$ cat src/rtl/lps_pkg.sv
package lps_pkg;
  localparam int NST = 6;

  typedef enum int unsigned {
    S_NORM = 0,
    S_STPG = 1,
    S_HALT = 2,
    S_EHLT = 3,
    S_SNP  = 4,
    S_ESNP = 5
  } st_idx_e;

  typedef logic [NST-1:0] st_vec_t;

  localparam st_vec_t ST_RESET = st_vec_t'(1) << S_NORM;
endpackage

$ cat src/rtl/lps_next.sv
module lps_next
  import lps_pkg::*;
(
  input  st_vec_t cur,
  input  logic    halt_req,
  input  logic    stopgnt_req,
  input  logic    wake_evt,
  input  logic    wake_pend,
  input  logic    ret_halt,
  input  logic    ehalt_en,
  input  logic    snoop_start,
  input  logic    snoop_done,
  output st_vec_t nxt
);
  st_vec_t ret_vec;

  always_comb begin
    ret_vec = '0;
    if (ret_halt) ret_vec[S_HALT] = 1'b1;
    else          ret_vec[S_STPG] = 1'b1;
  end

  always_comb begin
    nxt = cur;
    if (cur[S_NORM]) begin
      if (stopgnt_req) begin
        nxt = '0; nxt[S_STPG] = 1'b1;
      end else if (halt_req) begin
        nxt = '0;
        if (ehalt_en) nxt[S_EHLT] = 1'b1;
        else          nxt[S_HALT] = 1'b1;
      end
    end else if (cur[S_STPG] || cur[S_HALT]) begin
      if (snoop_start) begin
        nxt = '0; nxt[S_SNP] = 1'b1;
      end else if (wake_evt) begin
        nxt = '0; nxt[S_NORM] = 1'b1;
      end
    end else if (cur[S_EHLT]) begin
      if (snoop_start) begin
        nxt = '0; nxt[S_ESNP] = 1'b1;
      end else if (wake_evt) begin
        nxt = '0; nxt[S_NORM] = 1'b1;
      end
    end else if (cur[S_SNP]) begin
      if (snoop_done) begin
        if (wake_pend || wake_evt) begin
          nxt = '0; nxt[S_NORM] = 1'b1;
        end else begin
          nxt = ret_vec;
        end
      end
    end else if (cur[S_ESNP]) begin
      if (snoop_done) begin
        nxt = '0;
        if (wake_pend || wake_evt) nxt[S_NORM] = 1'b1;
        else                       nxt[S_EHLT] = 1'b1;
      end
    end else begin
      nxt = ST_RESET;
    end
  end
endmodule

$ cat src/rtl/lps_pend.sv
module lps_pend
  import lps_pkg::*;
(
  input  logic    clk,
  input  logic    rst,
  input  st_vec_t cur,
  input  logic    wake_evt,
  input  logic    snoop_start,
  input  logic    snoop_done,
  output logic    wake_pend,
  output logic    ret_halt
);
  logic in_snoop;
  logic idle_plain;
  logic idle_any;

  assign in_snoop   = cur[S_SNP] | cur[S_ESNP];
  assign idle_plain = cur[S_STPG] | cur[S_HALT];
  assign idle_any   = idle_plain | cur[S_EHLT];

  always_ff @(posedge clk) begin
    if (rst) begin
      wake_pend <= 1'b0;
    end else if (in_snoop) begin
      if (snoop_done)    wake_pend <= 1'b0;
      else if (wake_evt) wake_pend <= 1'b1;
    end else if (idle_any && snoop_start) begin
      wake_pend <= wake_evt;
    end else begin
      wake_pend <= 1'b0;
    end
  end

  always_ff @(posedge clk) begin
    if (rst)                            ret_halt <= 1'b0;
    else if (idle_plain && snoop_start) ret_halt <= cur[S_HALT];
  end

  assert_pend_clear_R9: assert property (@(posedge clk) disable iff (rst)
    (in_snoop && snoop_done) |=> !wake_pend);
endmodule

$ cat src/rtl/lps_outdec.sv
module lps_outdec
  import lps_pkg::*;
(
  input  logic    clk,
  input  logic    rst,
  input  st_vec_t nxt,
  output logic    clk_run,
  output logic    low_op,
  output logic    snoop_act
);
  always_ff @(posedge clk) begin
    if (rst) begin
      clk_run   <= 1'b1;
      low_op    <= 1'b0;
      snoop_act <= 1'b0;
    end else begin
      clk_run   <= nxt[S_NORM] | nxt[S_SNP] | nxt[S_ESNP];
      low_op    <= nxt[S_EHLT] | nxt[S_ESNP];
      snoop_act <= nxt[S_SNP] | nxt[S_ESNP];
    end
  end
endmodule

$ cat src/rtl/lps_snoop_ctl.sv
module lps_snoop_ctl
  import lps_pkg::*;
(
  input  logic           clk,
  input  logic           rst,
  input  logic           halt_req,
  input  logic           stopgnt_req,
  input  logic           wake_evt,
  input  logic           ehalt_en,
  input  logic           snoop_start,
  input  logic           snoop_done,
  output logic [NST-1:0] state_oh,
  output logic           clk_run,
  output logic           low_op,
  output logic           snoop_act
);
  st_vec_t st_q;
  st_vec_t st_d;
  logic    wake_pend;
  logic    ret_halt;

  lps_next u_next (
    .cur(st_q), .halt_req(halt_req), .stopgnt_req(stopgnt_req),
    .wake_evt(wake_evt), .wake_pend(wake_pend), .ret_halt(ret_halt),
    .ehalt_en(ehalt_en), .snoop_start(snoop_start),
    .snoop_done(snoop_done), .nxt(st_d)
  );

  lps_pend u_pend (
    .clk(clk), .rst(rst), .cur(st_q), .wake_evt(wake_evt),
    .snoop_start(snoop_start), .snoop_done(snoop_done),
    .wake_pend(wake_pend), .ret_halt(ret_halt)
  );

  lps_outdec u_out (
    .clk(clk), .rst(rst), .nxt(st_d),
    .clk_run(clk_run), .low_op(low_op), .snoop_act(snoop_act)
  );

  always_ff @(posedge clk) begin
    if (rst) st_q <= ST_RESET;
    else     st_q <= st_d;
  end

  assign state_oh = st_q;

  assert_onehot_R1: assert property (@(posedge clk) disable iff (rst)
    $countones(st_q) == 1);

  assert_snoop_flag_R12: assert property (@(posedge clk) disable iff (rst)
    snoop_act |-> (st_q[S_SNP] || st_q[S_ESNP]));

  assert_low_point_R6: assert property (@(posedge clk) disable iff (rst)
    st_q[S_ESNP] |-> low_op);

  assert_snoop_entry_R3: assert property (@(posedge clk) disable iff (rst)
    ((st_q[S_STPG] || st_q[S_HALT]) && snoop_start) |=> st_q[S_SNP]);

  assert_snoop_hold_R4: assert property (@(posedge clk) disable iff (rst)
    ((st_q[S_SNP] || st_q[S_ESNP]) && !snoop_done) |=> $stable(st_q));

  assert_norm_ignore_R11: assert property (@(posedge clk) disable iff (rst)
    (st_q[S_NORM] && !halt_req && !stopgnt_req) |=> st_q[S_NORM]);
endmodule

$ cat config.mk
export PLATFORM = sky130hd
export DESIGN_NAME = lps_snoop_ctl
export DESIGN_NICKNAME = d
export VERILOG_FILES = /design/src/rtl/lps_pkg.sv /design/src/rtl/lps_next.sv /design/src/rtl/lps_pend.sv /design/src/rtl/lps_outdec.sv /design/src/rtl/lps_snoop_ctl.sv
export SDC_FILE = /design/constraint.sdc
export NUM_CORES = 1
export LEC_CHECK = 0
export ABC_CLOCK_PERIOD_IN_PS = 2600
export BUFFER_PORTS_ARGS = -buffer_cell sky130_fd_sc_hd__buf_4
export CORE_AREA = 2 2 39 41
export CTS_BUF_LIST = sky130_fd_sc_hd__clkbuf_2 sky130_fd_sc_hd__clkbuf_4 sky130_fd_sc_hd__clkbuf_8
export DETAILED_ROUTE_END_ITERATION = 6
export DIE_AREA = 0 0 41 43
export PLACE_DENSITY = 0.66
export REMOVE_ABC_BUFFERS = 1
export SLEW_MARGIN = 20
export SYNTH_ARGS = -nofsm -noshare
export SYNTH_HDL_FRONTEND = slang
export SYNTH_SLANG_ARGS = --single-unit
$ cat constraint.sdc
create_clock -name clk -period 2.6 [get_ports clk]
set_clock_uncertainty 0.05 [all_clocks]
set_input_delay 0.52 -clock clk [delete_from_list [all_inputs] [get_ports clk]]
set_output_delay 0.52 -clock clk [all_outputs]
set_load 0.05 [all_outputs]
==> metrics.csv <==
metric;value;unit
synth_common_cells;11 x dfxtp_1, 9 x nor2_1, 5 x o21ai_0, 4 x a31oi_1;
path_delay_family;simple AND/OR/NAND/NOR gates;
nets;92;
met1Wirelength;563;µm
critPathRequiredTime;2690;ps
vdd.ir_drop.worst;0.000351;V
wl_met3;108;µm
path_clk_slew;70;ps
cts_resized;0;
utilization;0.514;
cap_viol_max_count;0;
netlist_top_cells_area;dfxtp_1 40%, nor2_1 6.2%, a31oi_1 4.6%, o21ai_0 4.6%, a21oi_1 2.7%;
worst_path_largest_cell_delay;480;ps
critPathLaunchType;register;
crit_slowest_cell;or4b_1;
ioPinCount;17;
synthFlopType;dfxtp_1;
grt_overflow;0;
drive_gt1_frac;0.289;
clock_latency;260;ps
htreeDepth;1;
grt_pass1_wl;1960;µm
path_max_fanout;7;
core-area;1380;µm²
tns;0;ps
critPathBufInv;0;
die_w;41;µm
placed_cell_area;681;µm²
status;completed;
dr.pass1.iters;4;
p_per_area;558;nW/µm²
area_growth;29.4;%
yosys.area.top_type_share;0.401;
rsz0062_at_grt;no;
holdCritPathClass;reg -> reg;
drc;0;
die_h;43;µm
hold_ws;442;ps
wl_per_cell;12.8;µm
ctsHoldBuffers;0;
numCtsBuffers;3;
finalSetupViolations;0;
leakage;0.289;nW
initial_core_util;0.397;
fillers;137;
synth_area_per_cell;8.45;µm²
synth_edf_count;0;
grt_max_degree;11;
netlist_instances;65;
cts_tree;done;
io_buffers;16;
critPathKind;reg -> reg;
arrival;2030;ps
hold_viol_final;0;
antenna_found_initial;0;
async_reset_ff_frac;0;
grt_usage;0.164;
period_needed;1940;ps
post-synth-top-count-cell;dfxtp_1;
synthesis.area;549;µm²
postCtsSetupRepairBufs;0;
vias;576;
place_hpwl;941;µm
antenna_cells;0;
ys_ff_latch;11;
cts-root-buf;clkbuf_4;
slew_headroom;0.644;
viasPerCell;5.82;
clockBufferDepth;2;
power;0.000396;W
yosys_warnings;0;
period_share;0.747;
synth_cell_type_count;33;
synth_top_cell_by_area;dfxtp_1;
die-area;1760;µm²
wl;1270;µm
drtAntennaViolNets;0;
gp_congestion;0.978;
drtIter0Drc;24;
design_area;711;µm²
grt_pass1_vias;468;
drv_slew;0;
yosysSeqAreaShare;0.401;
fmax;515;MHz
worstMarginPinSlew;533;ps
cp_cell_sequence;or3_4 -> a311o_1 -> a21o_1 -> or4b_1;
met2RoutedLength;581;µm
cts_num_sinks;11;
top_layer_used;met4;
num_rows;14;
end_kind;register;
## kinds of logic after synthesis
logic type | after synthesis | share of synthesized area
simple gates | 29 | 0.312
compound gates | 20 | 0.239
flops | 11 | 0.401
buf+inv | 4 | 0.0296
mux | 1 | 0.0182
## area by class of cell
cell class / instances / area, µm² / area share
Tap cell: 16 / 20.0 / 0.0282
Clock buffer: 4 / 30.0 / 0.0423
Sequential cell: 11 / 220 / 0.310
Inverter: 2 / 7.51 / 0.0106
Multi-Input combinational cell: 50 / 313 / 0.440
Timing Repair Buffer: 16 / 120 / 0.169
## worst min-delay path: cells and delay by family (launching register included)
family | cells | cell delay (ps)
DFF | 1 | 320
AOI/OAI and AO/OA | 1 | 60
and+or+nand+nor | 1 | 60
## where the power goes
| group | internal, W | switching, W |
|---|---|---|
| registers | 0.000177 | 0.0000105 |
| clock network | 0.0000697 | 0.0000522 |
| logic | 0.0000339 | 0.0000532 |
| total | 0.000280 | 0.000116 |
## per-layer routing
layer / vias up / track usage
met5: - / 0
li1: 280 / -
met3: 4 / 0.105
met1: 265 / 0.209
met4: 0 / 0.0400
met2: 27 / 0.228
## sequential cells by signal, summed over array words and instances (netlist names)
register,flops
u_out.clk_run,1
u_out.low_op,1
u_pend.wake_pend,1
u_out.snoop_act,1
state_oh,6
u_pend.ret_halt,1
## layout by cell type, fill, tap and decap left out, types with 2 or more instances in the layout
cell      instances
buf_4            16
clkbuf_4          4
a31oi_1           4
o21ai_0           5
nor2_1            9
nand2b_1          2
a21oi_1           3
nand2_1           3
dfxtp_1          11
nor3_1            2
inv_1             2
## metrics by stage
stage / instances / setup slack, ps
after floorplan: 63 / 521
after global placement: 95 / 717
after detailed placement: 95 / 680
after CTS: 99 / 661
after global routing: 99 / 607
final: 99 / 658
## path summary, 6_finish.rpt
path	slack, ps	to	cells past startpoint	start
max	660	u_out.clk_run	4	state_oh[2]
min	440	state_oh[2]	2	u_pend.ret_halt
max reg2reg	660	u_out.clk_run	4	state_oh[2]
min reg2reg	440	state_oh[2]	2	u_pend.ret_halt
Note: power is estimated with default switching activity, not from simulation.
